==> src/rtl/fmul_trunc_pkg.sv <==
package fmul_trunc_pkg;

  // Default field sizes of the 32-bit binary format.
  localparam int DEF_EXP_W  = 8;
  localparam int DEF_FRAC_W = 23;

  // Exponent offset for a given exponent width.
  function automatic int exp_offset(input int exp_w);
    return (1 << (exp_w - 1)) - 1;
  endfunction

endpackage

==> src/rtl/fmul_trunc_unpack.sv <==
module fmul_trunc_unpack #(
  parameter int EXP_W  = fmul_trunc_pkg::DEF_EXP_W,
  parameter int FRAC_W = fmul_trunc_pkg::DEF_FRAC_W,
  localparam int WORD_W = 1 + EXP_W + FRAC_W,
  localparam int SIG_W  = FRAC_W + 1
) (
  input  logic [WORD_W-1:0] word,
  output logic              sign,
  output logic [EXP_W-1:0]  expo,
  output logic [SIG_W-1:0]  sig,
  output logic              is_zero
);

  always_comb begin
    sign    = word[WORD_W-1];
    expo    = word[WORD_W-2 -: EXP_W];
    is_zero = (expo == '0);
    // Hidden one restored for normal numbers only.
    sig     = {~is_zero, word[FRAC_W-1:0]};
  end

endmodule

==> src/rtl/fmul_trunc_sigmul.sv <==
module fmul_trunc_sigmul #(
  parameter int SIG_W = fmul_trunc_pkg::DEF_FRAC_W + 1,
  localparam int PROD_W = 2 * SIG_W
) (
  input  logic [SIG_W-1:0]  sig_a,
  input  logic [SIG_W-1:0]  sig_b,
  output logic [PROD_W-1:0] sig_p
);

  logic [PROD_W-1:0] partial [SIG_W];

  // One shifted copy of sig_a per set bit of sig_b.
  for (genvar i = 0; i < SIG_W; i++) begin : g_pp
    assign partial[i] = sig_b[i] ? (PROD_W'(sig_a) << i) : '0;
  end

  always_comb begin
    sig_p = '0;
    for (int i = 0; i < SIG_W; i++) begin
      sig_p = sig_p + partial[i];
    end
  end

endmodule

==> src/rtl/fmul_trunc_norm.sv <==
module fmul_trunc_norm #(
  parameter int EXP_W  = fmul_trunc_pkg::DEF_EXP_W,
  parameter int FRAC_W = fmul_trunc_pkg::DEF_FRAC_W,
  localparam int WORD_W = 1 + EXP_W + FRAC_W,
  localparam int SIG_W  = FRAC_W + 1,
  localparam int PROD_W = 2 * SIG_W,
  localparam int TOP    = PROD_W - 1,
  localparam int SUM_W  = EXP_W + 2,
  localparam int OFFSET = fmul_trunc_pkg::exp_offset(EXP_W)
) (
  input  logic [PROD_W-1:0] sig_p,
  input  logic [EXP_W-1:0]  exp_a,
  input  logic [EXP_W-1:0]  exp_b,
  input  logic              sign,
  input  logic              zero_in,
  output logic [WORD_W-1:0] word
);

  logic              shift1;
  logic [FRAC_W-1:0] frac_kept;
  logic [SUM_W-1:0]  exp_sum;

  always_comb begin
    shift1    = sig_p[TOP];
    // Truncation: the bits below the kept window are dropped.
    frac_kept = shift1 ? sig_p[TOP-1 -: FRAC_W] : sig_p[TOP-2 -: FRAC_W];
    exp_sum   = SUM_W'(exp_a) + SUM_W'(exp_b) + SUM_W'(shift1) - SUM_W'(OFFSET);
    if (zero_in) begin
      word = {sign, {(WORD_W-1){1'b0}}};
    end else begin
      word = {sign, exp_sum[EXP_W-1:0], frac_kept};
    end
  end

endmodule

==> src/rtl/fmul_trunc.sv <==
module fmul_trunc #(
  parameter int EXP_W  = fmul_trunc_pkg::DEF_EXP_W,
  parameter int FRAC_W = fmul_trunc_pkg::DEF_FRAC_W,
  localparam int WORD_W = 1 + EXP_W + FRAC_W,
  localparam int SIG_W  = FRAC_W + 1,
  localparam int PROD_W = 2 * SIG_W
) (
  input  logic [WORD_W-1:0] op_a,
  input  logic [WORD_W-1:0] op_b,
  output logic [WORD_W-1:0] prod
);

  logic              sgn_a, sgn_b, zer_a, zer_b;
  logic [EXP_W-1:0]  exp_a, exp_b;
  logic [SIG_W-1:0]  sig_a, sig_b;
  logic [PROD_W-1:0] sig_p;

  fmul_trunc_unpack #(.EXP_W(EXP_W), .FRAC_W(FRAC_W)) unp_a_i (
    .word(op_a), .sign(sgn_a), .expo(exp_a), .sig(sig_a), .is_zero(zer_a)
  );

  fmul_trunc_unpack #(.EXP_W(EXP_W), .FRAC_W(FRAC_W)) unp_b_i (
    .word(op_b), .sign(sgn_b), .expo(exp_b), .sig(sig_b), .is_zero(zer_b)
  );

  fmul_trunc_sigmul #(.SIG_W(SIG_W)) mul_i (
    .sig_a(sig_a), .sig_b(sig_b), .sig_p(sig_p)
  );

  fmul_trunc_norm #(.EXP_W(EXP_W), .FRAC_W(FRAC_W)) norm_i (
    .sig_p  (sig_p),
    .exp_a  (exp_a),
    .exp_b  (exp_b),
    .sign   (sgn_a ^ sgn_b),
    .zero_in(zer_a | zer_b),
    .word   (prod)
  );

endmodule

==> config.mk <==
export PLATFORM = sky130hd
export DESIGN_NAME = fmul_trunc
export DESIGN_NICKNAME = d
export VERILOG_FILES = /design/src/rtl/fmul_trunc_pkg.sv /design/src/rtl/fmul_trunc_unpack.sv /design/src/rtl/fmul_trunc_sigmul.sv /design/src/rtl/fmul_trunc_norm.sv /design/src/rtl/fmul_trunc.sv
export SDC_FILE = /design/constraint.sdc
export NUM_CORES = 1
export LEC_CHECK = 0
export ABC_AREA = 1
export BUFFER_PORTS_ARGS = -buffer_cell sky130_fd_sc_hd__buf_4
export CORE_AREA = 2 2 190 239
export DETAILED_ROUTE_END_ITERATION = 12
export DIE_AREA = 0 0 192 241
export GPL_ROUTABILITY_DRIVEN = 0
export SYNTH_ARGS = -nofsm -noshare
export SYNTH_HDL_FRONTEND = slang
export SYNTH_SLANG_ARGS = --single-unit
==> constraint.sdc <==
create_clock -name vclk -period 8.3
set_input_delay 0.415 -clock vclk [all_inputs]
set_output_delay 0.415 -clock vclk [all_outputs]
set_load 0.005 [all_outputs]
==> results of run 1 <==
synth_stat cells, types with 2 or more instances:
cell,count
a21o_1,10
o21bai_1,8
o21a_1,5
nand3_1,24
nor3_2,2
xnor2_1,9
a31oi_1,4
buf_4,3
a21oi_1,51
nor2_1,138
nand2_1,743
nand4_1,6
clkbuf_1,97
and3_1,4
nor2_2,3
inv_1,747
nor3_1,8
or4_1,4
fa_1,486
nand3b_1,3
xor2_1,12
nand3_2,2
ha_1,170
o21ai_1,5
nand2_2,2
o21ai_0,27
a21boi_0,5
per-layer routing:
layer / vias up / global-route usage / share of wire
met5: - / 0 / 0
met4: 0 / 0.0819 / 0.042
met3: 134 / 0.0100 / 0.034
met2: 410 / 0.459 / 0.55
met1: 8294 / 0.266 / 0.37
li1: 7573 / - / -
final cells by class:
class | count | share of cell area
inverters | 750 | 0.126
multi-input cells | 1734 | 0.755
well taps | 572 | 0.0320
repair buffers | 252 | 0.0872
cells in the final DEF (no fill, tap or decap), types with 7 or more instances in the layout:
cell	n
inv_2	15
fa_2	7
xnor2_1	9
nand3_1	20
xor2_1	10
ha_4	22
buf_6	14
o21ai_1	7
inv_1	733
nand2_1	720
nand2_2	24
nor2_1	130
o21bai_1	7
a21oi_2	9
fa_1	479
o21ai_0	24
buf_4	237
a21oi_1	42
ha_1	148
a21o_1	10
nor3_1	8
kinds of logic after synthesis:
kind of cell,count (synthesis)
buffers and inverters,852
adder cells (fa/ha/maj),656
XOR/XNOR,21
AND/OR/NAND/NOR,941
AO/OA/AOI/OAI,116
per-stage QoR:
| stage | hold slack [ns] | setup slack [ns] |
|---|---|---|
| 3_5_place_dp | 1.08 | -0.281 |
| 5_1_grt | 1.11 | -0.381 |
| 3_3_place_gp | 1.09 | -0.266 |
| 6_report | 1.08 | -0.100 |
| 4_1_cts | 1.08 | -0.191 |
| 2_1_floorplan | 0.992 | 0.0126 |
timing repair:
item | CTS | global route
gates cloned | 0 | 0
endpoints found under the setup margin | 3 | 17
pin swaps | 45 | 58
resized for setup | 55 | 74
buffers inserted | 32 | 6
worst max-delay path by stage:
stage / endpoint / slack [ns] / startpoint
3_5_place_dp: prod[29] / -0.28 / op_a[23]
3_3_place_gp: prod[29] / -0.27 / op_a[23]
6_report: prod[15] / -0.10 / op_b[23]
2_1_floorplan: prod[29] / 0.01 / op_a[27]
4_1_cts: prod[30] / -0.19 / op_b[23]
5_1_grt: prod[29] / -0.38 / op_b[23]
==> results.toml, run 1 <==
[logic_synthesis]
synth_top_cell_by_area = "fa_1"
synth_top_area_frac = 0.497
synthDistinctLibCells = 35
yosysWarningCount = 0
synth_top_family_by_area = "adder cells"
ys_top_cells_by_area = "fa_1 (50%), inv_1 (14%), nand2_1 (14%)"
yosys-mux-area-fraction = 0
yosys.area_share.adder = 0.605
syn_avg_cell_area_sq_um = 7.57
syn_nets = 3306
yosysSeqAreaShare = 0
synth_compound_area_frac = 0.0335
synth_xor_xnor_area_share = 0.00939
netlist_instances = 2586
synth_simple_gate_area_frac = 0.187
netlist_area_sq_um = 19600

[clocking]
cts_hold_buffers = 0

[setup_path]
required_ns = 7.89
crit_cells = 46
critPathCaptureType = "primary output"
cp_top_family = "adder cells"
cp-start-kind = "input pin"
cp_num_buf_inv = 23
crit_path_max_incr_delay_ns = 0.53
crit_type = "in2out"
worst_ep_arrival_time_ns = 7.99
cpMostUsedCell = "buf_4"
cp_max_fo = 6
cp_slowest_cell = "or4_4"

[route]
first_pass_iters = 5
drc_errors = 0
wl_per_cell_um = 15.8
routed_wl_um = 52200
drtIter0Drc = 766
vias = 16400
drt.antenna.violating_nets = 0
viasPerCell = 4.96

[min_path]
worst_hold_path_type = "in2out"
whs_path_depth = 3
hp-start = "op_a[31]"
whs_endpoint = "prod[31]"

[final_layout]
seq_cell_count = 0
fin_nets = 3458
regArea_sq_um = 0
multiInputGateArea_sq_um = 16900
fin_cells = 3308
clkbuf_count = 0
synthToLayoutAreaGrowth_pct = 14.3
fillers = 4273
final_area_sq_um = 22400
drive_above_1_share = 0.132
final_util = 0.510
diodes = 0

[sta]
rsz0062_at_grt = "yes"
final-setup-viol-count = 7
min_period_ns = 8.40
hold_viol_final = 0
setup_tns_ns = -0.337
slew-limit-headroom = 0.281
max_freq_mhz = 119
final_max_slew_viol_count = 0
worstMarginPinSlew_ns = 1.08
finalWorstSetupSlack_ns = -0.100
period_share = 1.01

[placed_design]
place_area_sq_um = 21500
dp_hpwl_um = 45600
port_buffers = 96
dp.cells = 3272

[status]
status = "finished, violations left"
violations = "negative setup slack"

[floorplanning]
die_w_um = 192
dieArea_sq_um = 46300
start_util = 0.446
coreArea_sq_um = 43900
die_y_um = 241
num_rows = 86
io_pins = 96

[flow_run]
drv_cap = 0

[global_route]
grt_overflow = 0
grt_usage = 0.233
grt_pass1_vias = 18000
grt_first_pass_wirelength_um = 85900
antenna_found_initial = 0
grt_max_degree = 27
Power of run 1 is not shown: default switching activity piles up to over one toggle a cycle in this logic, so the estimate is an artifact.
==> run 2, diff against run 1 <==
--- a/config.mk
+++ b/config.mk
@@ -11,6 +11,7 @@
 export DETAILED_ROUTE_END_ITERATION = 12
 export DIE_AREA = 0 0 192 241
 export GPL_ROUTABILITY_DRIVEN = 0
+export SKIP_LAST_GASP = 1
 export SYNTH_ARGS = -nofsm -noshare
 export SYNTH_HDL_FRONTEND = slang
 export SYNTH_SLANG_ARGS = --single-unit
==> constraint.sdc (replaced) <==
create_clock -name vclk -period 8.3
set_input_delay 0.415 -clock vclk [all_inputs]
set_output_delay 0.415 -clock vclk [all_outputs]
set_load 0.02 [all_outputs]
==> run 2 against run 1 <==
The flow still finishes with violations (negative setup slack); critical path depth decreased by 7; core utilization decreased by 1.2 points; fmax increased by 0.55%; non-clock buffer count decreased by 35; global-route usage increased by 0.17 points; setup slack improved by 0.046 ns; final cell count decreased by 1.1%; hold slack improved by 0.026 ns; sequential share of layout area unchanged; via count decreased by 1.5%; count of clock-buffer cells in the layout unchanged; routed wire length decreased by 1.4%; critical endpoint is now prod[29].
==> results.toml, run 2 (synthesis gave the netlist of run 1 again) <==
[status]
status = "finished, violations left"
violations = "negative setup slack"

[route]
drc_errors = 0
routed_wl_um = 51500
first_pass_iters = 7
vias = 16200
drt.antenna.violating_nets = 0
wl_per_cell_um = 15.7
drtIter0Drc = 692
viasPerCell = 4.94

[final_layout]
layout_commonest_cell = "inv_1"
drive_above_1_share = 0.104
final_cell_mix = "inv_1 (739), nand2_1 (735), fa_1 (481)"
diodes = 0
regArea_sq_um = 0
seq_cell_count = 0
clkbuf_count = 0
fin_nets = 3423
synthToLayoutAreaGrowth_pct = 11.6

[min_path]
whs_path_depth = 3
whs_endpoint = "prod[31]"
worst_hold_path_type = "in2out"
hp-start = "op_a[31]"

[setup_path]
cp_slowest_cell = "or4_4"
critPathCaptureType = "primary output"
cp_max_fo = 3
cp-start-kind = "input pin"
required_ns = 7.89
cpMostUsedCell = "fa_1"
crit_type = "in2out"
crit_path_max_incr_delay_ns = 0.54
worst_ep_arrival_time_ns = 7.94

[placed_design]
port_buffers = 96
dp_hpwl_um = 45800
pre_cts_slack_ns = -0.364

[floorplanning]
num_rows = 86
dieArea_sq_um = 46300
die_y_um = 241
die_w_um = 192
io_pins = 96
coreArea_sq_um = 43900
start_util = 0.446

[sta]
final-setup-viol-count = 2
max_freq_mhz = 120
finalWorstSetupSlack_ns = -0.0544
worstMarginPinSlew_ns = 0.971
setup_tns_ns = -0.0750
min_period_ns = 8.35
hold_viol_final = 0
period_share = 1.01
final_max_slew_viol_count = 0
rsz0062_at_grt = "yes"
slew-limit-headroom = 0.352

[flow_run]
drv_cap = 0

[global_route]
grt_usage = 0.235
grt_overflow = 0
grt_max_degree = 27
antenna_found_initial = 0
grt_first_pass_wirelength_um = 86800
grt_pass1_vias = 17700

[clocking]
cts_hold_buffers = 0
[run 2: how the worst max path moves through the flow]
| stage | cells past startpoint | endpoint | startpoint | slack (ns) |
|---|---|---|---|---|
| after floorplan | 39 | prod[29] | op_a[23] | 0.05 |
| after global placement | 38 | prod[29] | op_a[23] | -0.25 |
| after detailed placement | 38 | prod[29] | op_a[23] | -0.36 |
| after CTS | 38 | prod[29] | op_b[29] | -0.18 |
| after global routing | 40 | prod[29] | op_b[30] | -0.46 |
| final | 39 | prod[29] | op_a[23] | -0.05 |
[run 2: stage by stage]
| stage | utilization | area (sq um) | instances | hold slack [ns] |
|---|---|---|---|---|
| 2_1_floorplan | - | 19600 | 2586 | 1.02 |
| 3_3_place_gp | 0.490 | 21500 | 3266 | 1.11 |
| 3_5_place_dp | 0.490 | 21500 | 3266 | 1.11 |
| 4_1_cts | 0.491 | 21600 | 3267 | 1.11 |
| 5_1_grt | 0.498 | 21900 | 3273 | 1.14 |
| 6_report | 0.498 | 21900 | 3273 | 1.11 |
[run 2: worst max-delay path: cells and delay by family]
kind,cells,cell delay [ns]
AO/OA/AOI/OAI,3,0.48
buffers and inverters,9,0.70
AND/OR/NAND/NOR,17,1.97
adder cells (fa/ha/maj),10,4.35
[run 2: per-layer routing]
layer / global-route usage / vias up / wire (um)
met4: 0.0682 / 0 / 1910
met2: 0.456 / 353 / 28000
li1: - / 7513 / -
met5: 0 / - / 0
met1: 0.281 / 8193 / 20200
met3: 0.00814 / 113 / 1380
[run 2: repair_timing]
action,in CTS,in global routing
setup endpoints to repair,4,6
pin swaps,8,33
buffers inserted,1,6
hold endpoints to repair,0,0
gates resized for setup,10,61
[run 2: final cells by class]
class,instances,area [sq um]
Timing Repair Buffer,217,1680
Multi-Input combinational cell,1734,16600
Fill cell,4449,22000
Tap cell,572,716
Inverter,750,2830
Power of run 2 is left out for the same reason.
==> run 3, diff against run 2 <==
--- a/config.mk
+++ b/config.mk
@@ -7,11 +7,13 @@
 export LEC_CHECK = 0
 export ABC_AREA = 1
 export BUFFER_PORTS_ARGS = -buffer_cell sky130_fd_sc_hd__buf_4
-export CORE_AREA = 2 2 190 239
+export CORE_AREA = 2 2 198 249
 export DETAILED_ROUTE_END_ITERATION = 12
-export DIE_AREA = 0 0 192 241
+export DIE_AREA = 0 0 200 251
 export GPL_ROUTABILITY_DRIVEN = 0
 export SKIP_LAST_GASP = 1
+export SLEW_MARGIN = 20
 export SYNTH_ARGS = -nofsm -noshare
 export SYNTH_HDL_FRONTEND = slang
+export SYNTH_HIERARCHICAL = 1
 export SYNTH_SLANG_ARGS = --single-unit
==> run 3 against run 2 <==
The flow now finishes without violations; first-iteration DRC count rose by 25%; fmax rose by 2.6%; count of clock-buffer cells in the layout did not move; sequential share of layout area did not move; critical path type unchanged.
==> results.toml, run 3 <==
[status]
status = "complete, no violations"

[flow_run]
drv_cap = 0

[logic_synthesis]
yosysWarningCount = 6
syn_avg_cell_area_sq_um = 7.22
netlist_instances = 2941
syn_nets = 3670
netlist_area_sq_um = 21200

[global_route]
grt_first_pass_wirelength_um = 97000
grt_max_degree = 29
antenna_found_initial = 0
grt_overflow = 0
grt_usage = 0.247
grt_pass1_vias = 19300

[sta]
min_period_ns = 8.14
period_share = 0.981
final-setup-viol-count = 0
hold_viol_final = 0
max_freq_mhz = 123
rsz0062_at_grt = "yes"
slew-limit-headroom = 0.612
final_max_slew_viol_count = 0
worstMarginPinSlew_ns = 0.580
finalWorstSetupSlack_ns = 0.160

[final_layout]
final_util = 0.506
seq_cell_count = 0
drive_above_1_share = 0.163
final_cell_mix = "nand2_1 (862), inv_1 (731), fa_1 (452)"
fin_nets = 3759
diodes = 0
synthToLayoutAreaGrowth_pct = 14.0
layout_commonest_cell = "nand2_1"
clkbuf_count = 0
regArea_sq_um = 0

[min_path]
worst_hold_path_type = "in2out"

[route]
drtIter0Drc = 866
first_pass_iters = 5
wl_per_cell_um = 16.8
drc_errors = 0
vias = 18400
viasPerCell = 5.00
routed_wl_um = 61600
drt.antenna.violating_nets = 0

[floorplanning]
io_pins = 96
coreArea_sq_um = 47900
start_util = 0.444
die_y_um = 251
dieArea_sq_um = 50200
num_rows = 90
die_w_um = 200

[setup_path]
required_ns = 7.89
cp-start-kind = "input pin"
cp_slowest_cell = "fa_2"
crit_type = "in2out"
critPathCaptureType = "primary output"
crit_path_max_incr_delay_ns = 0.56
cp_max_fo = 5
worst_ep_arrival_time_ns = 7.72

[placed_design]
pre_cts_slack_ns = -0.315
port_buffers = 96
dp_hpwl_um = 51000
## run 3: cell type report
cell class	count	area [sq um]
Inverter	777	2920
Fill cell	4782	23700
Tap cell	644	806
Multi-Input combinational cell	1997	18400
Timing Repair Buffer	254	2050
## run 3: worst paths after layout
| path | from | endpoint | slack [ns] | depth (start not counted) |
|---|---|---|---|---|
| worst max-delay path | op_b[1] | prod[27] | 0.16 | 42 |
| worst min-delay path | op_a[31] | prod[31] | 1.14 | 4 |
## run 3: what timing repair did
action / 4_1_cts / 5_1_grt
hold buffers: 0 / 0
gates resized for setup: 43 / 180
pin swaps: 36 / 88
cloned: 0 / 6
setup endpoints to repair: 7 / 7
setup buffers: 5 / 4
hold endpoints to repair: 0 / 0
## run 3: metrics by stage
stage	setup TNS [ns]	instances	instance area [sq um]	hold WS, ns
floorplan	0	2941	21400	1.12
global placement	-0.397	3657	23100	1.12
detailed placement	-0.688	3657	23100	1.15
CTS	0	3662	23400	1.15
global route	-0.193	3672	24200	1.17
finish	0	3672	24200	1.14
## run 3: routing by layer
layer | vias up | routed length (um) | part of all wire | track usage
met5 | - | 0 | 0 | 0
met3 | 190 | 1970 | 0.032 | 0.00899
met4 | 0 | 4590 | 0.075 | 0.150
met1 | 9174 | 21800 | 0.35 | 0.269
met2 | 510 | 33300 | 0.54 | 0.470
li1 | 8493 | - | - | -
## run 3: worst max-delay path: cells and delay by family
family          cells  cell delay, ns
compound gates      1            0.17
xor+xnor            1            0.13
fa+ha+maj          12            4.46
buf+inv            10            0.73
simple gates       18            1.78
Power of run 3 is left out for the same reason.
